**src/rtl/exc_entry_pkg.sv**
```systemverilog
package exc_entry_pkg;

  localparam int KIND_W = 3;
  localparam int MODE_W = 5;
  localparam int VIDX_W = 3;

  typedef enum logic [KIND_W-1:0] {
    EXK_RESET = 3'd0,
    EXK_UNDEF = 3'd1,
    EXK_SWI   = 3'd2,
    EXK_PABT  = 3'd3,
    EXK_DABT  = 3'd4,
    EXK_IRQ   = 3'd5,
    EXK_FIQ   = 3'd6,
    EXK_NONE  = 3'd7
  } exc_kind_e;

  // Per-kind attributes: target mode, mask actions and vector word index.
  typedef struct packed {
    logic              legal;
    logic [MODE_W-1:0] mode;
    logic              force_fmask;
    logic              force_amask;
    logic [VIDX_W-1:0] vec_idx;
  } exc_attr_t;

  // Status word bit positions that the rest of the core decodes.
  localparam int ST_STATE16 = 5;
  localparam int ST_FMASK   = 6;
  localparam int ST_IMASK   = 7;
  localparam int ST_AMASK   = 8;
  localparam int ST_ENDIAN  = 9;
  localparam int ST_UPPER   = 10;

endpackage

```
**src/rtl/exc_kind_decode.sv**
```systemverilog
module exc_kind_decode
  import exc_entry_pkg::*;
(
  input  logic [KIND_W-1:0] kind,
  output exc_attr_t         attr
);

  always_comb begin
    attr = '0;
    unique case (exc_kind_e'(kind))
      EXK_RESET: attr = '{legal: 1'b1, mode: 5'b10011, force_fmask: 1'b1, force_amask: 1'b1, vec_idx: 3'd0};
      EXK_UNDEF: attr = '{legal: 1'b1, mode: 5'b11011, force_fmask: 1'b0, force_amask: 1'b0, vec_idx: 3'd1};
      EXK_SWI:   attr = '{legal: 1'b1, mode: 5'b10011, force_fmask: 1'b0, force_amask: 1'b0, vec_idx: 3'd2};
      EXK_PABT:  attr = '{legal: 1'b1, mode: 5'b10111, force_fmask: 1'b0, force_amask: 1'b1, vec_idx: 3'd3};
      EXK_DABT:  attr = '{legal: 1'b1, mode: 5'b10111, force_fmask: 1'b0, force_amask: 1'b1, vec_idx: 3'd4};
      EXK_IRQ:   attr = '{legal: 1'b1, mode: 5'b10010, force_fmask: 1'b0, force_amask: 1'b1, vec_idx: 3'd6};
      EXK_FIQ:   attr = '{legal: 1'b1, mode: 5'b10001, force_fmask: 1'b1, force_amask: 1'b1, vec_idx: 3'd7};
      default:   attr = '0;
    endcase
  end

endmodule

```
**src/rtl/exc_status_merge.sv**
```systemverilog
module exc_status_merge
  import exc_entry_pkg::*;
#(
  parameter int STAT_W = 32,
  parameter int ADDR_W = 32
) (
  input  logic [STAT_W-1:0] cur,
  input  exc_attr_t         attr,
  input  logic              big_end,
  output logic [STAT_W-1:0] merged,
  output logic [ADDR_W-1:0] vector
);

  localparam int VSHIFT = 2;

  // Upper bits are copied straight across.
  generate
    if (STAT_W > ST_UPPER) begin : g_upper
      assign merged[STAT_W-1:ST_UPPER] = cur[STAT_W-1:ST_UPPER];
    end
  endgenerate

  assign merged[MODE_W-1:0] = attr.mode;
  assign merged[ST_STATE16] = 1'b0;
  assign merged[ST_FMASK]   = attr.force_fmask | cur[ST_FMASK];
  assign merged[ST_IMASK]   = 1'b1;
  assign merged[ST_AMASK]   = attr.force_amask | cur[ST_AMASK];
  assign merged[ST_ENDIAN]  = big_end;

  always_comb begin
    vector = '0;
    vector[VIDX_W+VSHIFT-1:VSHIFT] = attr.vec_idx;
  end

endmodule

```
**src/rtl/exc_entry_unit.sv**
```systemverilog
module exc_entry_unit
  import exc_entry_pkg::*;
#(
  parameter int STAT_W = 32,
  parameter int ADDR_W = 32
) (
  input  logic              clk,
  input  logic              rst_n,
  input  logic              req_valid,
  output logic              req_ready,
  input  logic [2:0]        req_kind,
  input  logic [STAT_W-1:0] cur_status,
  input  logic [ADDR_W-1:0] ret_link,
  input  logic              cfg_big_end,
  output logic              done,
  output logic [STAT_W-1:0] new_status,
  output logic [STAT_W-1:0] saved_status,
  output logic [ADDR_W-1:0] link_out,
  output logic [ADDR_W-1:0] vector_pc
);

  exc_attr_t         attr;
  logic [STAT_W-1:0] merged;
  logic [ADDR_W-1:0] vec;
  logic              take;
  logic              ready_q;

  exc_kind_decode u_dec (
    .kind (req_kind),
    .attr (attr)
  );

  exc_status_merge #(.STAT_W(STAT_W), .ADDR_W(ADDR_W)) u_merge (
    .cur     (cur_status),
    .attr    (attr),
    .big_end (cfg_big_end),
    .merged  (merged),
    .vector  (vec)
  );

  always_ff @(posedge clk or negedge rst_n) begin
    if (!rst_n) ready_q <= 1'b0;
    else        ready_q <= 1'b1;
  end

  assign req_ready = ready_q | rst_n;
  assign take      = req_valid & req_ready & attr.legal;

  always_ff @(posedge clk or negedge rst_n) begin
    if (!rst_n) begin
      done         <= 1'b0;
      new_status   <= '0;
      saved_status <= '0;
      link_out     <= '0;
      vector_pc    <= '0;
    end else begin
      done <= take;
      if (take) begin
        new_status   <= merged;
        saved_status <= cur_status;
        link_out     <= ret_link;
        vector_pc    <= vec;
      end
    end
  end

endmodule

```
**config.mk**
```make
export PLATFORM = sky130hd
export DESIGN_NAME = exc_entry_unit
export DESIGN_NICKNAME = d
export VERILOG_FILES = /design/src/rtl/exc_entry_pkg.sv /design/src/rtl/exc_kind_decode.sv /design/src/rtl/exc_status_merge.sv /design/src/rtl/exc_entry_unit.sv
export SDC_FILE = /design/constraint.sdc
export NUM_CORES = 1
export LEC_CHECK = 0
export ABC_CLOCK_PERIOD_IN_PS = 1540
export CAP_MARGIN = 20
export CORE_ASPECT_RATIO = 1.75
export CORE_MARGIN = 2
export CORE_UTILIZATION = 60
export CTS_CLUSTER_SIZE = 8
export DETAILED_ROUTE_END_ITERATION = 7
export DONT_BUFFER_PORTS = 1
export PLACE_DENSITY = 0.87
export SYNTH_ARGS = -nofsm -noshare
export SYNTH_HDL_FRONTEND = slang
export SYNTH_SLANG_ARGS = --single-unit
export TNS_END_PERCENT = 1
```
**constraint.sdc**
```tcl
create_clock -name clk -period 1.54 [get_ports clk]
set_input_delay 0.154 -clock clk [delete_from_list [all_inputs] [get_ports clk]]
set_output_delay 0.154 -clock clk [all_outputs]
set_load 0.05 [all_outputs]
```
==> results.md, run 1 <==
* # setup viols final at 0
* Grt total ovfl at 0
* Unrepaired setup endpoints after global routing: no
* Clk network pwr share at 0.257
* First-pass GRT wire length at between 10,000 and 15,000 um
* Max_slew headroom at 0.657
* Int Pwr at 4.31 mW
* CTS sink cnt at 78
* Max Freq at around 0.67 GHz
* Setup TNS at 0 ps
* Share of layout cells above drive strength 1 at 0.427
* Post-DP HPWL at between 5000 and 6000 um
* Sw frac at 0.404
* Sequential share of power at 0.364
* CTS tree: yes
* Fraction of post-synthesis cell area in the top cell type by area at 0.541
* Max_cap viols at 0
* Port bufs at 0
* DR pass1 iterations at 4
* Maximum VDD drop at slightly below 1 mV
* Die area at between 6000 and 7000 um2
* Worst path max stage delay at about 400 ps
* Syn-to-layout area delta at 33.4%
* Longest Clk Path Bufs at 2
* Seq/Total Area, Yosys at 0.541
* CP Launch Type: flip-flop
* Avg WL per Cell at 20.1 um
* Slew Viols, Final at 0
* Synthesis-stage register bit count at between 70 and 80
* Post-route ant nets at 0
* Antenna violations before repair at 0
* # DRC at 0
* Final core occ at 0.824
* CP Cell Sequence: o21a_4 -> nand2_4 -> clkinv_2 -> buf_6 -> mux2_4
* Vias per inst at 5.05
* Vias in the first global route at between 2k and 3k
* Height of the die at approximately 110 um
* Yosys warns at 0
* Worst hold path type: in2async
* Synth unique cells at 35
* Comb pwr share at 0.378
* Drt initial violations at about 120
* Synthesized area at approximately 3600 um2
* Crit path kind: reg2reg
* Lkg Pwr at ~2.3 nW
* Final net count at about 440
* Period utilization at 0.967
* Period minus WS final at roughly 1500 ps
* TritonCTS Buffers at 9
* Clk_skew at 8.66 ps
* Slowest CP cell: dfrtp_1
* Worst-path fanout max at 18
* Largest net degree at the start of global routing at approximately 80
* Status: finished with violations
* FF-to-FF Start: ready_q
* Synth Instances at between 200 and 250
* Post-place setup slack at around 27 ps
* Worst Setup End Kind: flip-flop
* Psw at 2.93 mW
* Hold-fix buffers, CTS at 68
* Critical Path Start: ready_q
* Area leader, netlist: dfrtp_1
* Fin Hold WS at -503 ps
* Clock slew at reported path FFs at approximately 90 ps
* Ys flop type: dfrtp_1
* Final GP Congestion at between 0.8 and 0.9
* Worst Max-Slew Pin Slew at approximately 510 ps
* Final WS setup at ~51 ps
* Via count at approximately 2.3k
* Post-CTS setup buffer count at 0
* I/O pin count at approximately 200
* Site Rows at 37
* Die Span X at 62.6 um
* Critical Path RT at 1770 ps
* Number of flops mapped to enable cells by yosys at 0
* Worst reg-to-reg setup slack at slightly above 50 ps
* Routed WL at approximately 9000 um
* Avg Inst Size Synth at between 10 and 15 um2
* GRT Overall Usage at 0.280
* Worst skew pair latency at roughly 350 ps
* Root Buffer: clkbuf_8
* Layout fillers at between 300 and 400
* Core Region at approximately 5800 um2
* H-tree Lvls at 3
* Final hold violation count at 78
* Async set-reset flop share out of synthesis at 1.00
* Final Total Pwr at 7.24 mW
* WP data arrival at 1720 ps
* Area contributors post-synth: dfrtp_1 (54%), mux2_4 (17%), buf_4 (11%)
* Pwr per Cell Area at approximately 1500 nW/um2
* Violated checks: negative hold slack
* Initial Utilization at 0.618
==> registers in the layout, summed over array words and instances, names as in the netlist <==
name / count
ready_q: 1
vector_pc: 3
link_out: 32
new_status: 9
done: 1
saved_status: 32
==> per-layer routing <==
| metal | vias up | global-route usage | wire length, um |
|---|---|---|---|
| met5 | - | 0 | 0 |
| met3 | 14 | 0.0582 | 484 |
| met2 | 134 | 0.526 | 5240 |
| met1 | 1136 | 0.294 | 3130 |
| met4 | 0 | 0.125 | 225 |
| li1 | 995 | - | - |
==> path summary, 6_finish.rpt <==
kind | depth (start not counted) | endpoint
worst max register to register | 5 | saved_status[25]
worst max-delay path | 5 | saved_status[25]
worst min-delay path | 0 | link_out[0]
min in group clk | 2 | vector_pc[4]
max in group asynchronous | 0 | saved_status[31]
worst min register to register | 1 | link_out[21]
==> per-stage QoR <==
stage / cells / cell area [um2]
after CTS: 450 / 4800
after floorplan: 278 / 3710
final: 451 / 4810
after detailed placement: 366 / 3870
after global placement: 366 / 3870
after global routing: 450 / 4800
==> power groups by stage <==
stage | Clock [mW] | Combinational [mW] | Sequential (mW)
5_1_grt | 1.97 | 2.81 | 2.67
6_report | 1.86 | 2.74 | 2.64
4_1_cts | 1.87 | 2.71 | 2.62
2_1_floorplan | 0 | 1.21 | 3.62
3_3_place_gp | 0 | 2.52 | 2.63
3_5_place_dp | 0 | 2.56 | 2.65
==> cells in the mapped netlist (2+ instances only) <==
cell       instances
mux2_4            40
dfrtp_1           78
mux2_2            25
nand2_1            7
conb_1             2
inv_1              2
o21ai_0            3
buf_12             4
a2bb2oi_1          2
nor2_1             7
buf_2              3
buf_4             53
==> cell type report <==
type,instances,area (um2),area share
multi-input cells,134,1240,0.258
clock buffers,10,138,0.0286
diodes,1,2.50,0.000521
repair buffers,141,1260,0.262
flip-flops and latches,78,1950,0.406
well taps,78,97.6,0.0203
clock inverters,6,109,0.0226
inverters,3,12.5,0.00260
==> cell families (layout without fill, tap and decap cells) <==
group | Yosys count | after routing | share of synthesized area
buffers and inverters | 66 | 160 | 0.145
other | 2 | 32 | 0.00208
DFF | 78 | 78 | 0.541
and+or+nand+nor | 22 | 22 | 0.0316
AOI/OAI and AO/OA | 15 | 15 | 0.0326
xor gates and xnor gates | 1 | 1 | 0.00243
muxes | 65 | 65 | 0.245
==> layout by cell type, fill, tap and decap left out, types with 2 or more instances in the layout <==
cell / count
o21ai_0: 3
clkbuf_8: 10
mux2_2: 25
buf_4: 70
buf_12: 2
mux2_4: 40
inv_1: 2
dlygate4sd3_1: 68
dfrtp_1: 78
bufinv_16: 3
a2bb2oi_1: 2
nand2_1: 7
clkinv_2: 3
nor2_1: 7
conb_1: 31
==> critical path, delay by kind of cell (launching register included) <==
kind | cells | cell delay (ps)
AOI/OAI and AO/OA | 1 | 230
buffers and inverters | 2 | 310
DFF | 1 | 400
muxes | 1 | 330
and+or+nand+nor | 1 | 90
==> what timing repair did <==
item | CTS | global route
hold endpoints to repair | 150 | 78
endpoints found under the setup margin | 0 | 16
gates resized for setup | 0 | 1
Power figures use the tool's default switching activity.
==> run 2: changes to the inputs <==
--- a/config.mk
+++ b/config.mk
@@ -8,7 +8,7 @@
 export ABC_CLOCK_PERIOD_IN_PS = 1540
 export CAP_MARGIN = 20
 export CORE_ASPECT_RATIO = 1.75
-export CORE_MARGIN = 2
+export CORE_MARGIN = 1.5
 export CORE_UTILIZATION = 60
 export CTS_CLUSTER_SIZE = 8
 export DETAILED_ROUTE_END_ITERATION = 7
==> run 2 against run 1 <==
- sequential share of layout area rose by 0.34 points
- setup slack better by 23 ps
- the run still ends with negative hold slack left
- total power shrank 5.4%
==> results.md, run 2 (synthesis gave the netlist of run 1 again) <==
* Final core occ at 0.817 (was 0.824)
* Worst Max-Slew Pin Slew at 539 ps (was 515 ps)
* DR pass1 iterations at 4 (unchanged)
* Max_cap viols at 0 (unchanged)
* Commonest non-fill, non-tap cell in the layout: dfrtp_1 (unchanged)
* Slew Viols, Final at 0 (unchanged)
* Period utilization at 0.952 (was 0.967)
* Final GP Congestion at 0.819 (was 0.828)
* Status: finished with violations (unchanged)
* Pwr per Cell Area at 1440 nW/um2 (was 1510 nW/um2)
* Share of layout cells above drive strength 1 at 0.429 (was 0.427)
* CTS sink cnt at 78 (unchanged)
* Violated checks: negative hold slack (unchanged)
* Critical Path RT at 1770 ps (about the same)
* Final Total Pwr at 6.85 mW (was 7.24 mW)
* Vias in the first global route at 2,551 (was 2,506)
* Clk_skew at 9.12 ps (was 8.66 ps)
* Syn-to-layout area delta at 32.2% (was 33.4%)
* WP data arrival at 1690 ps (was 1720 ps)
* Vias per inst at 5.12 (was 5.05)
* Period minus WS final at 1470 ps (was 1490 ps)
* Die area at 6500 um2 (was 6670 um2)
* # setup viols final at 0 (unchanged)
* Post-Layout Cell Count at 453 (was 451)
* Post-route ant nets at 0 (unchanged)
* Largest regs: link_out: 32 flops, saved_status: 32 flops, new_status: 9 flops (unchanged)
* Worst hold path type: in2async (unchanged)
* GRT Overall Usage at 0.270 (was 0.280)
* Clock slew at reported path FFs at 90 ps (about the same)
* CTS tree: yes (unchanged)
* Final hold violation count at 78 (unchanged)
* Unrepaired setup endpoints after global routing: no (unchanged)
* Crit path kind: reg2reg (unchanged)
* Die Span X at 61.6 um (was 62.6 um)
* Site Rows at 37 (unchanged)
* CP Launch Type: flip-flop (unchanged)
* Worst skew pair latency at 350 ps (about the same)
* Initial Utilization at 0.618 (unchanged)
* Final net count at 441 (was 438)
* Setup TNS at 0 ps (unchanged)
* Port bufs at 0 (unchanged)
* Worst Setup End Kind: flip-flop (unchanged)
* Root Buffer: clkbuf_8 (unchanged)
* First-pass GRT wire length at 12,600 um (was 13,900 um)
* Antenna violations before repair at 0 (unchanged)
* Core Region at 5830 um2 (unchanged)
* Slowest CP cell: mux2_2 (was dfrtp_1)
* Fin Hold WS at -499 ps (was -503 ps)
* Height of the die at 106 um (was 107 um)
* Post-CTS setup buffer count at 0 (unchanged)
* TritonCTS Buffers at 9 (unchanged)
* Max_slew headroom at 0.641 (was 0.657)
* Lkg Pwr at 2.25 nW (was 2.28 nW)
* CP Cell Sequence: o21a_4 -> nand2_4 -> clkinv_2 -> buf_12 -> mux2_2 (was o21a_4 -> nand2_4 -> clkinv_2 -> buf_6 -> mux2_4)
* Hold-fix buffers, CTS at 68 (unchanged)
* Worst path max stage delay at 390 ps (was 400 ps)
* Via count at 2,321 (was 2,279)
* H-tree Lvls at 3 (unchanged)
* # DRC at 0 (unchanged)
* Maximum VDD drop at 1.01 mV (was 0.968 mV)
* Most frequent cells in the layout: dfrtp_1 (78), buf_4 (74), dlygate4sd3_1 (68), mux2_4 (40), conb_1 (31) (was dfrtp_1 (78), buf_4 (70), dlygate4sd3_1 (68), mux2_4 (40), conb_1 (31))
* Post-DP HPWL at 5040 um (was 5200 um)
* I/O pin count at 201 (unchanged)
* Cts repair resizes at 0 (unchanged)
* Layout fillers at 298 (was 305)
* Drt initial violations at 67 (was 121)
* Cell Count Post-Placement at 369 (was 366)
* Grt total ovfl at 0 (unchanged)
* Largest net degree at the start of global routing at 82 (unchanged)
* Max Freq at 0.682 GHz (was 0.672 GHz)
* Diodes inserted at 0 (was 1)
* Routed WL at 8510 um (was 9080 um)
* Worst-path fanout max at 41 (was 18)
* Longest Clk Path Bufs at 2 (unchanged)
* Avg WL per Cell at 18.8 um (was 20.1 um)
-- run 2: cell types whose count changed in the layout (fill, tap and decap cells not counted), sizes merged --
| cell | change |
|---|---|
| bufinv | -2 |
| clkinvlp | +3 |
| clkinv | -1 |
| buf | +3 |
| diode | -1 |
-- run 2: path summary, 6_finish.rpt --
check | start | endpoint | slack (ps) | depth (start not counted)
setup / recovery | ready_q | link_out[29] | 70 | 5
hold / removal | rst_n | link_out[6] | -500 | 0
setup reg to reg | ready_q | link_out[29] | 70 | 5
hold reg to reg | saved_status[3] | saved_status[3] | 510 | 1
max in group asynchronous | rst_n | saved_status[6] | 1880 | 0
min in group clk | req_kind[1] | vector_pc[3] | 10 | 2
-- run 2: metrics by stage --
step	cell area (um2)	setup WS [ps]
floorplan	3710	141
global placement	3900	155
detailed placement	3900	114
CTS	4770	103
global route	4770	32.0
finish	4770	74.2
-- run 2: worst max-delay path, delay by kind of cell, from the launching register on --
kind / cells / cell delay, ps
flops: 1 / 380
mux: 1 / 390
simple gates: 1 / 50
compound gates: 1 / 170
buf+inv: 2 / 330
-- run 2: power by group --
group,switching (mW),total (mW),internal (mW)
Clock,0.719,1.46,0.743
Combinational,1.90,2.76,0.864
Sequential,0.279,2.63,2.35
Total,2.90,6.85,3.95
-- run 2: routing by layer --
metal / routed length [um] / global-route usage
met2: 4840 / 0.481
met3: 476 / 0.0503
met5: 0 / 0
met1: 2870 / 0.274
met4: 328 / 0.149
-- run 2: final cells by class --
type,instances,area (um2),area share
clock inverter,6,62.6,0.0131
multi-input combinational,134,1240,0.260
inverter,3,12.5,0.00262
clock buffer,10,128,0.0268
sequential,78,1950,0.409
timing repair buffer,144,1280,0.268
tap,78,97.6,0.0205
